<file path="config.mk">
export PLATFORM = sky130hd
export DESIGN_NAME = shared_queue_alloc
export DESIGN_NICKNAME = d
export VERILOG_FILES = /design/src/rtl/sqa_pkg.sv /design/src/rtl/sqa_thread_ctr.sv /design/src/rtl/sqa_limit_sel.sv /design/src/rtl/sqa_rr_arb.sv /design/src/rtl/shared_queue_alloc.sv
export SDC_FILE = /design/constraint.sdc
export NUM_CORES = 1
export LEC_CHECK = 0
export BUFFER_PORTS_ARGS = -buffer_cell sky130_fd_sc_hd__buf_2
export CAP_MARGIN = 15
export CELL_PAD_IN_SITES_DETAIL_PLACEMENT = 1
export CELL_PAD_IN_SITES_GLOBAL_PLACEMENT = 1
export CORE_ASPECT_RATIO = 2
export CORE_MARGIN = 2
export CORE_UTILIZATION = 30
export DETAILED_ROUTE_END_ITERATION = 10
export GPL_TIMING_DRIVEN = 0
export HOLD_SLACK_MARGIN = 0.12
export PLACE_DENSITY_LB_ADDON = 0.1
export SYNTH_ARGS = -nofsm -noshare
export SYNTH_HDL_FRONTEND = slang
export SYNTH_HIERARCHICAL = 1
export SYNTH_SLANG_ARGS = --single-unit
</file>
<file path="constraint.sdc">
create_clock -name clk -period 3.32 [get_ports clk]
set_input_delay 0 -clock clk [delete_from_list [all_inputs] [get_ports clk]]
set_output_delay 0 -clock clk [all_outputs]
set_load 0.01 [all_outputs]
</file>
<file path="src/rtl/sqa_pkg.sv">
// Package: shared types for the shared queue allocator.
// Assumes the two-bit policy encoding listed in the brief.
package sqa_pkg;
    typedef enum logic [1:0] {
        POL_SLICE = 2'd0,
        POL_CAPPED = 2'd1,
        POL_OPEN  = 2'd2,
        POL_OPEN2 = 2'd3
    } policy_e;
endpackage

</file>
<file path="src/rtl/sqa_thread_ctr.sv">
// Module: per-thread occupancy counter.
// Counts entries held by one thread. A release at zero is dropped and flagged.
// Assumes the grant input already respects capacity and limits.
module sqa_thread_ctr #(
    parameter int CNT_W = 5
) (
    input  logic             clk,
    input  logic             rst_n,
    input  logic             grant_i,
    input  logic             release_i,
    output logic [CNT_W-1:0] cnt_o,
    output logic             rel_ok_o,
    output logic             rel_err_o
);
    logic [CNT_W-1:0] cnt_q;

    // Classify the release as valid or erroneous.
    always_comb begin
        rel_ok_o  = release_i && (cnt_q != '0);
        rel_err_o = release_i && (cnt_q == '0);
    end

    // Count update: +grant, -valid release.
    always_ff @(posedge clk) begin
        if (!rst_n) begin
            cnt_q <= '0;
        end else if (grant_i && !rel_ok_o) begin
            cnt_q <= cnt_q + CNT_W'(1);
        end else if (!grant_i && rel_ok_o) begin
            cnt_q <= cnt_q - CNT_W'(1);
        end
    end

    assign cnt_o = cnt_q;

    p_err_keeps_count_r8: assert property (@(posedge clk) disable iff (!rst_n)
        (rel_err_o && !grant_i) |=> $stable(cnt_q))
        else $error("release at zero changed the count");

    p_pair_keeps_count_r7: assert property (@(posedge clk) disable iff (!rst_n)
        (grant_i && rel_ok_o) |=> $stable(cnt_q))
        else $error("paired alloc and release changed the count");
endmodule

</file>
<file path="src/rtl/sqa_limit_sel.sv">
// Module: policy limit and threshold register.
// Picks each thread's limit for the active policy, holds the threshold
// register, and derives per-thread eligibility and full flags.
// Assumes counts never exceed CAPACITY.
module sqa_limit_sel
    import sqa_pkg::*;
#(
    parameter int NUM_THREADS = 2,
    parameter int CAPACITY    = 16,
    parameter int THR_DEFAULT = 6,
    parameter int CNT_W       = 5
) (
    input  logic                         clk,
    input  logic                         rst_n,
    input  logic [1:0]                   policy_i,
    input  logic                         thr_load_i,
    input  logic [CNT_W-1:0]             thr_value_i,
    input  logic [NUM_THREADS*CNT_W-1:0] cnt_flat_i,
    input  logic [CNT_W-1:0]             total_i,
    output logic [NUM_THREADS-1:0]       below_o,
    output logic [NUM_THREADS-1:0]       full_o
);
    localparam int SHARE    = CAPACITY / NUM_THREADS;
    localparam int THR_INIT = (THR_DEFAULT > CAPACITY) ? CAPACITY : THR_DEFAULT;

    logic [CNT_W-1:0] thr_q;
    logic [CNT_W-1:0] limit;
    logic             empty;
    logic             room;

    assign empty = (total_i == '0);
    assign room  = (total_i < CNT_W'(CAPACITY));

    // Threshold register: load while empty, clamp to capacity.
    always_ff @(posedge clk) begin
        if (!rst_n) begin
            thr_q <= CNT_W'(THR_INIT);
        end else if (thr_load_i && empty) begin
            thr_q <= (thr_value_i > CNT_W'(CAPACITY)) ? CNT_W'(CAPACITY) : thr_value_i;
        end
    end

    // Limit per policy.
    always_comb begin
        case (policy_e'(policy_i))
            POL_SLICE:  limit = CNT_W'(SHARE);
            POL_CAPPED: limit = thr_q;
            default:    limit = CNT_W'(CAPACITY);
        endcase
    end

    // Per-thread eligibility and full indication.
    for (genvar t = 0; t < NUM_THREADS; t++) begin : g_thr
        assign below_o[t] = room && (cnt_flat_i[t*CNT_W +: CNT_W] < limit);
        assign full_o[t]  = !below_o[t];
    end

    p_thr_bound_r10: assert property (@(posedge clk) disable iff (!rst_n)
        thr_q <= CNT_W'(CAPACITY))
        else $error("threshold above capacity");

    p_thr_held_r10: assert property (@(posedge clk) disable iff (!rst_n)
        !empty |=> $stable(thr_q))
        else $error("threshold changed while occupied");
endmodule

</file>
<file path="src/rtl/sqa_rr_arb.sv">
// Module: round-robin grant selector.
// Grants eligible threads from the pointer upward until the free entries run
// out, at most one entry per thread. The pointer moves past the last winner.
// Assumes free_i is CAPACITY minus the current total.
module sqa_rr_arb #(
    parameter int NUM_THREADS = 2,
    parameter int CNT_W       = 5
) (
    input  logic                   clk,
    input  logic                   rst_n,
    input  logic [NUM_THREADS-1:0] elig_i,
    input  logic [CNT_W-1:0]       free_i,
    output logic [NUM_THREADS-1:0] grant_o
);
    localparam int PTR_W = (NUM_THREADS > 1) ? $clog2(NUM_THREADS) : 1;

    logic [PTR_W-1:0] ptr_q;
    logic [PTR_W-1:0] ptr_d;

    // Scan from the pointer and grant up to free_i threads.
    always_comb begin
        int used;
        int idx;
        int last;
        grant_o = '0;
        used    = 0;
        last    = int'(ptr_q);
        for (int k = 0; k < NUM_THREADS; k++) begin
            idx = int'(ptr_q) + k;
            if (idx >= NUM_THREADS) idx = idx - NUM_THREADS;
            if (elig_i[idx] && (used < int'(free_i))) begin
                grant_o[idx] = 1'b1;
                used         = used + 1;
                last         = idx;
            end
        end
        if (used == 0) begin
            ptr_d = ptr_q;
        end else if (last + 1 >= NUM_THREADS) begin
            ptr_d = '0;
        end else begin
            ptr_d = PTR_W'(last + 1);
        end
    end

    // Pointer register.
    always_ff @(posedge clk) begin
        if (!rst_n) ptr_q <= '0;
        else        ptr_q <= ptr_d;
    end

    p_grant_subset_r5: assert property (@(posedge clk) disable iff (!rst_n)
        (grant_o & ~elig_i) == '0)
        else $error("grant to an ineligible thread");

    p_grant_fits_r6: assert property (@(posedge clk) disable iff (!rst_n)
        $countones(grant_o) <= int'(free_i))
        else $error("more grants than free entries");
endmodule

</file>
<file path="src/rtl/shared_queue_alloc.sv">
// Module: shared queue allocator top.
// Joins the per-thread counters, the policy limit logic and the round-robin
// selector, and keeps the total occupancy register.
// Assumes the caller releases only entries that a thread actually holds.
module shared_queue_alloc #(
    parameter int NUM_THREADS = 2,
    parameter int CAPACITY    = 16,
    parameter int THR_DEFAULT = 6,
    parameter int CNT_W       = $clog2(CAPACITY + 1)
) (
    input  logic                         clk,
    input  logic                         rst_n,
    input  logic [1:0]                   policy_i,
    input  logic                         thr_load_i,
    input  logic [CNT_W-1:0]             thr_value_i,
    input  logic [NUM_THREADS-1:0]       alloc_req_i,
    input  logic [NUM_THREADS-1:0]       release_i,
    output logic [NUM_THREADS-1:0]       grant_o,
    output logic [NUM_THREADS-1:0]       full_o,
    output logic [NUM_THREADS-1:0]       rel_err_o,
    output logic [CNT_W-1:0]             occ_total_o,
    output logic [NUM_THREADS*CNT_W-1:0] occ_thread_o
);
    logic [CNT_W-1:0]             total_q;
    logic [CNT_W-1:0]             total_d;
    logic [CNT_W-1:0]             free_slots;
    logic [NUM_THREADS-1:0]       below;
    logic [NUM_THREADS-1:0]       elig;
    logic [NUM_THREADS-1:0]       rel_ok;
    logic [NUM_THREADS*CNT_W-1:0] cnt_flat;

    assign free_slots = CNT_W'(CAPACITY) - total_q;
    assign elig       = alloc_req_i & below;

    sqa_limit_sel #(
        .NUM_THREADS(NUM_THREADS),
        .CAPACITY   (CAPACITY),
        .THR_DEFAULT(THR_DEFAULT),
        .CNT_W      (CNT_W)
    ) u_limit (
        .clk        (clk),
        .rst_n      (rst_n),
        .policy_i   (policy_i),
        .thr_load_i (thr_load_i),
        .thr_value_i(thr_value_i),
        .cnt_flat_i (cnt_flat),
        .total_i    (total_q),
        .below_o    (below),
        .full_o     (full_o)
    );

    sqa_rr_arb #(
        .NUM_THREADS(NUM_THREADS),
        .CNT_W      (CNT_W)
    ) u_arb (
        .clk    (clk),
        .rst_n  (rst_n),
        .elig_i (elig),
        .free_i (free_slots),
        .grant_o(grant_o)
    );

    for (genvar t = 0; t < NUM_THREADS; t++) begin : g_ctr
        sqa_thread_ctr #(.CNT_W(CNT_W)) u_ctr (
            .clk      (clk),
            .rst_n    (rst_n),
            .grant_i  (grant_o[t]),
            .release_i(release_i[t]),
            .cnt_o    (cnt_flat[t*CNT_W +: CNT_W]),
            .rel_ok_o (rel_ok[t]),
            .rel_err_o(rel_err_o[t])
        );
    end

    // Next total: add grants, subtract valid releases.
    always_comb begin
        total_d = total_q;
        for (int t = 0; t < NUM_THREADS; t++) begin
            total_d = total_d + CNT_W'(grant_o[t]) - CNT_W'(rel_ok[t]);
        end
    end

    // Total occupancy register.
    always_ff @(posedge clk) begin
        if (!rst_n) total_q <= '0;
        else        total_q <= total_d;
    end

    assign occ_total_o  = total_q;
    assign occ_thread_o = cnt_flat;

    // Sum of the per-thread counts, used only by the checks below.
    logic [CNT_W+7:0] cnt_sum;
    always_comb begin
        cnt_sum = '0;
        for (int t = 0; t < NUM_THREADS; t++) begin
            cnt_sum = cnt_sum + (CNT_W+8)'(cnt_flat[t*CNT_W +: CNT_W]);
        end
    end

    p_total_is_sum_r11: assert property (@(posedge clk) disable iff (!rst_n)
        cnt_sum == (CNT_W+8)'(total_q))
        else $error("total differs from sum of counts");

    p_no_overflow_r11: assert property (@(posedge clk) disable iff (!rst_n)
        total_q <= CNT_W'(CAPACITY))
        else $error("total above capacity");

    p_full_blocks_grant_r9: assert property (@(posedge clk) disable iff (!rst_n)
        (grant_o & full_o) == '0)
        else $error("grant to a full thread");
endmodule

</file>
==> qor.yml <==
status:
  status: "complete, but fails checks"
  violations: "setup timing"
sta:
  fin_hold_ws_ns: 0.223
  fmax_mhz: 290
  rsz0062_at_grt: "yes"
  slew_headroom_pct: 64.7
  final.min_clock_period_ns: 3.45
  report.final.slew_viol_count: 0
  finalSetupViolations: 3
  clock-skew-final_ns: 0.00467
  finalHoldViolations: 0
  fin_ws_ns: -0.130
  worst_pin_slew_ns: 0.529
  finalSetupTns_ns: -0.264
  fin_crit_sh_pct: 104
synth:
  synth.avg_cell_area_um2: 9.01
  synth-seq-area-share_pct: 24.8
  synth_cell_types: 39
  yosys_warnings: 6
  synth_edf_count: 0
  ys_seq_elements: 21
  syn_nets: 229
  synthArstFlopShare_pct: 0
  syn_inst: 188
  synth_area_um2: 1690
  synth_flop_cell: "dfxtp_1"
hold_path:
  hold_class: "primary input to flip-flop"
flow_run:
  maxCapViolCount: 0
setup_path:
  cp.required_ns: 3.53
  arrival_ns: 3.66
  crit_start: "u_limit/thr_q[3]$_SDFFE_PN0P_"
  reg2regPathDepth: 15
  crit_path_start_kind: "flip-flop"
  worstPathMaxFanout: 2
  path_class: "flip-flop to flip-flop"
  end_kind: "flip-flop"
  timing.rr.end: "occ_total_o[2]$_SDFF_PN0_"
  worst_r2r_startpoint: "u_limit/thr_q[3]$_SDFFE_PN0P_"
  endpoint: "occ_total_o[2]$_SDFF_PN0_"
  rrSetupSlack_ns: -0.13
pwr:
  peakVddDrop_mv: 0.418
  p_leak_nw: 1.04
  p_per_area_nw_per_um2: 979
floorplanning:
  io_pins: 35
  die_area_um2: 6300
  core-area_um2: 5420
  die_width_um: 57.1
  rows: 38
  start_util_pct: 31.3
  fp.dieH_um: 110
finish:
  antenna_cells: 0
  nets: 283
  drive_gt1_share_pct: 39.0
  fillCellCount: 646
  design_area_um2: 2340
  syn_to_final_growth_pct: 38.4
placed_design:
  dpl_cell_area_um2: 1950
  portBuffers: 34
  gp_congestion: 0.769
  dp_hpwl_um: 3400
  pre_cts_ws_ns: -0.344
global_route:
  grtUsageTotal_pct: 15.4
  grt_pass1_wl_um: 7570
  grt_max_degree: 30
  antenna_found_initial: 0
  grt_pass1_vias: 1552
  grt_overflow: 0
cts:
  clkLatencyLatePin_ns: 0.27
  cts_max_level: 1
  cts_tree: "done"
  cts_num_sinks: 21
  clockBufferDepth: 2
  cts_root_buffer: "clkbuf_8"
  cts.clk_slew.worst_paths_ns: 0.09
  cts_buffers: 3
routing:
  viasPerCell: 5.17
  drt_iter0_markers: 28
  drc: 0
  vias: 1555
  first_pass_iters: 4
  wl_per_cell_um: 15.3
  wirelength_um: 4600
  ant_nets: 0
==> sequential cells by signal (all words and copies together) (netlist names) <==
signal / count
occ_total_o: 5
u_limit/thr_q: 5
u_arb/ptr_q: 1
g_ctr.u_ctr/cnt_o: 10
==> Yosys cell counts, drive strengths merged, types with 2 or more instances <==
| master | count | area share, % |
|---|---|---|
| a2111o | 2 | 1.3 |
| a2111oi | 2 | 1.0 |
| a211oi | 2 | 0.89 |
| a21o | 5 | 2.2 |
| a21oi | 9 | 2.7 |
| a31oi | 2 | 0.74 |
| and2 | 10 | 3.7 |
| buf | 4 | 1.7 |
| dfxtp | 21 | 25 |
| fa | 5 | 5.9 |
| ha | 22 | 16 |
| inv | 20 | 4.4 |
| mux2i | 8 | 4.7 |
| nand2 | 15 | 3.3 |
| nand2b | 3 | 1.1 |
| nand3 | 6 | 1.8 |
| nand3b | 3 | 1.3 |
| nand4b | 3 | 1.6 |
| nor2 | 8 | 1.8 |
| nor2b | 3 | 1.1 |
| o2111ai | 2 | 1.0 |
| o21ai | 7 | 2.5 |
| o21bai | 2 | 0.89 |
| o311ai | 2 | 1.0 |
| or2 | 2 | 0.74 |
| or4 | 3 | 2.0 |
| or4b | 2 | 1.2 |
| xnor2 | 8 | 4.1 |
==> worst min path at each step <==
stage / start / endpoint / slack (ns) / cells after the start
5_1_grt: rst_n / u_arb/ptr_q$_SDFFE_PN0P_ / 0.24 / 3
6_report: rst_n / u_arb/ptr_q$_SDFFE_PN0P_ / 0.22 / 3
3_5_place_dp: thr_value_i[0] / u_limit/thr_q[0]$_SDFFE_PN0P_ / 0.28 / 3
4_1_cts: rst_n / u_arb/ptr_q$_SDFFE_PN0P_ / 0.22 / 3
2_1_floorplan: rst_n / u_limit/thr_q[1]$_SDFFE_PN1P_ / 0.08 / 1
3_3_place_gp: thr_value_i[0] / u_limit/thr_q[0]$_SDFFE_PN0P_ / 0.27 / 3
==> critical path: stages, from the launching register on <==
cell and delay (ns):
dfxtp_2 0.34, inv_2 0.03, a21o_4 0.22, ha_4 0.22, a21o_1 0.19, a2111oi_4 0.29
and2_4 0.21, inv_4 0.04, o21ai_4 0.15, a21boi_4 0.08, fa_2 0.45, fa_2 0.42
ha_4 0.17, inv_2 0.05, fa_2 0.43, nor2_1 0.10
==> cell type report <==
class                           count  area, um2  share of cell area [%]
Timing Repair Buffer               49        305                    13.0
Sequential cell                    21        427                    18.2
Tap cell                           60       75.1                    3.20
Clock inverter                      1       5.00                   0.213
Inverter                           20       77.6                    3.31
Multi-Input combinational cell    143       1390                    59.1
Clock buffer                        3       41.3                    1.76
Buffer                              4       28.8                    1.23
==> routing by layer <==
layer / routed length (um) / track usage, % / share of wire, % / vias up
met5: 0 / 0 / 0 / -
met4: 38 / 4.49 / 0.83 / 0
met3: 137 / 1.87 / 3.0 / 2
met2: 2650 / 30.5 / 57 / 27
met1: 1780 / 16.5 / 39 / 754
li1: - / - / - / 772
==> layout by cell type (no fill, tap or decap), types with 3 or more instances in the layout <==
cell / count
nand4b_1: 3
clkbuf_8: 3
nand2b_1: 3
ha_1: 14
inv_1: 15
fa_2: 5
mux2i_1: 8
nor2_1: 8
a21o_1: 4
dfxtp_1: 16
o21ai_0: 3
nor2b_1: 3
and2_1: 9
dlygate4sd3_1: 9
dfxtp_2: 5
inv_2: 4
a21oi_2: 5
nand3_1: 6
buf_2: 36
nand2_1: 14
nand3b_1: 3
xnor2_1: 8
or4_4: 3
buf_4: 7
ha_4: 6
==> kinds of logic (layout without fill, tap and decap cells) <==
group	count (synthesis)	after routing	synth area share (%)
xor gates and xnor gates	9	9	4.65
muxes	8	8	4.73
AOI/OAI and AO/OA	38	38	16.4
DFF	21	21	24.8
and+or+nand+nor	61	61	21.1
adders and majority gates	27	27	22.2
buffers and inverters	24	77	6.13
==> stage by stage <==
step	power, W	util, %	instances
finish	0.00230	43.3	301
global route	0.00255	43.3	301
CTS	0.00219	40.9	298
detailed placement	0.00182	36.0	282
global placement	0.00180	36.0	282
floorplan	0.00144	-	188
==> what timing repair did <==
item,CTS,global route
setup buffers,3,3
pin swaps,8,8
hold buffers,9,0
hold endpoints to repair,5,0
endpoints found under the setup margin,9,8
gates resized for setup,24,21
==> power by group <==
group,switching (W),internal (W),total (W)
combinational,0.000799,0.000814,0.00161
clock,0.0000999,0.0000840,0.000184
sequential,0.000155,0.000344,0.000499
total,0.00105,0.00124,0.00230
Note: power is estimated with default switching activity, not from simulation.
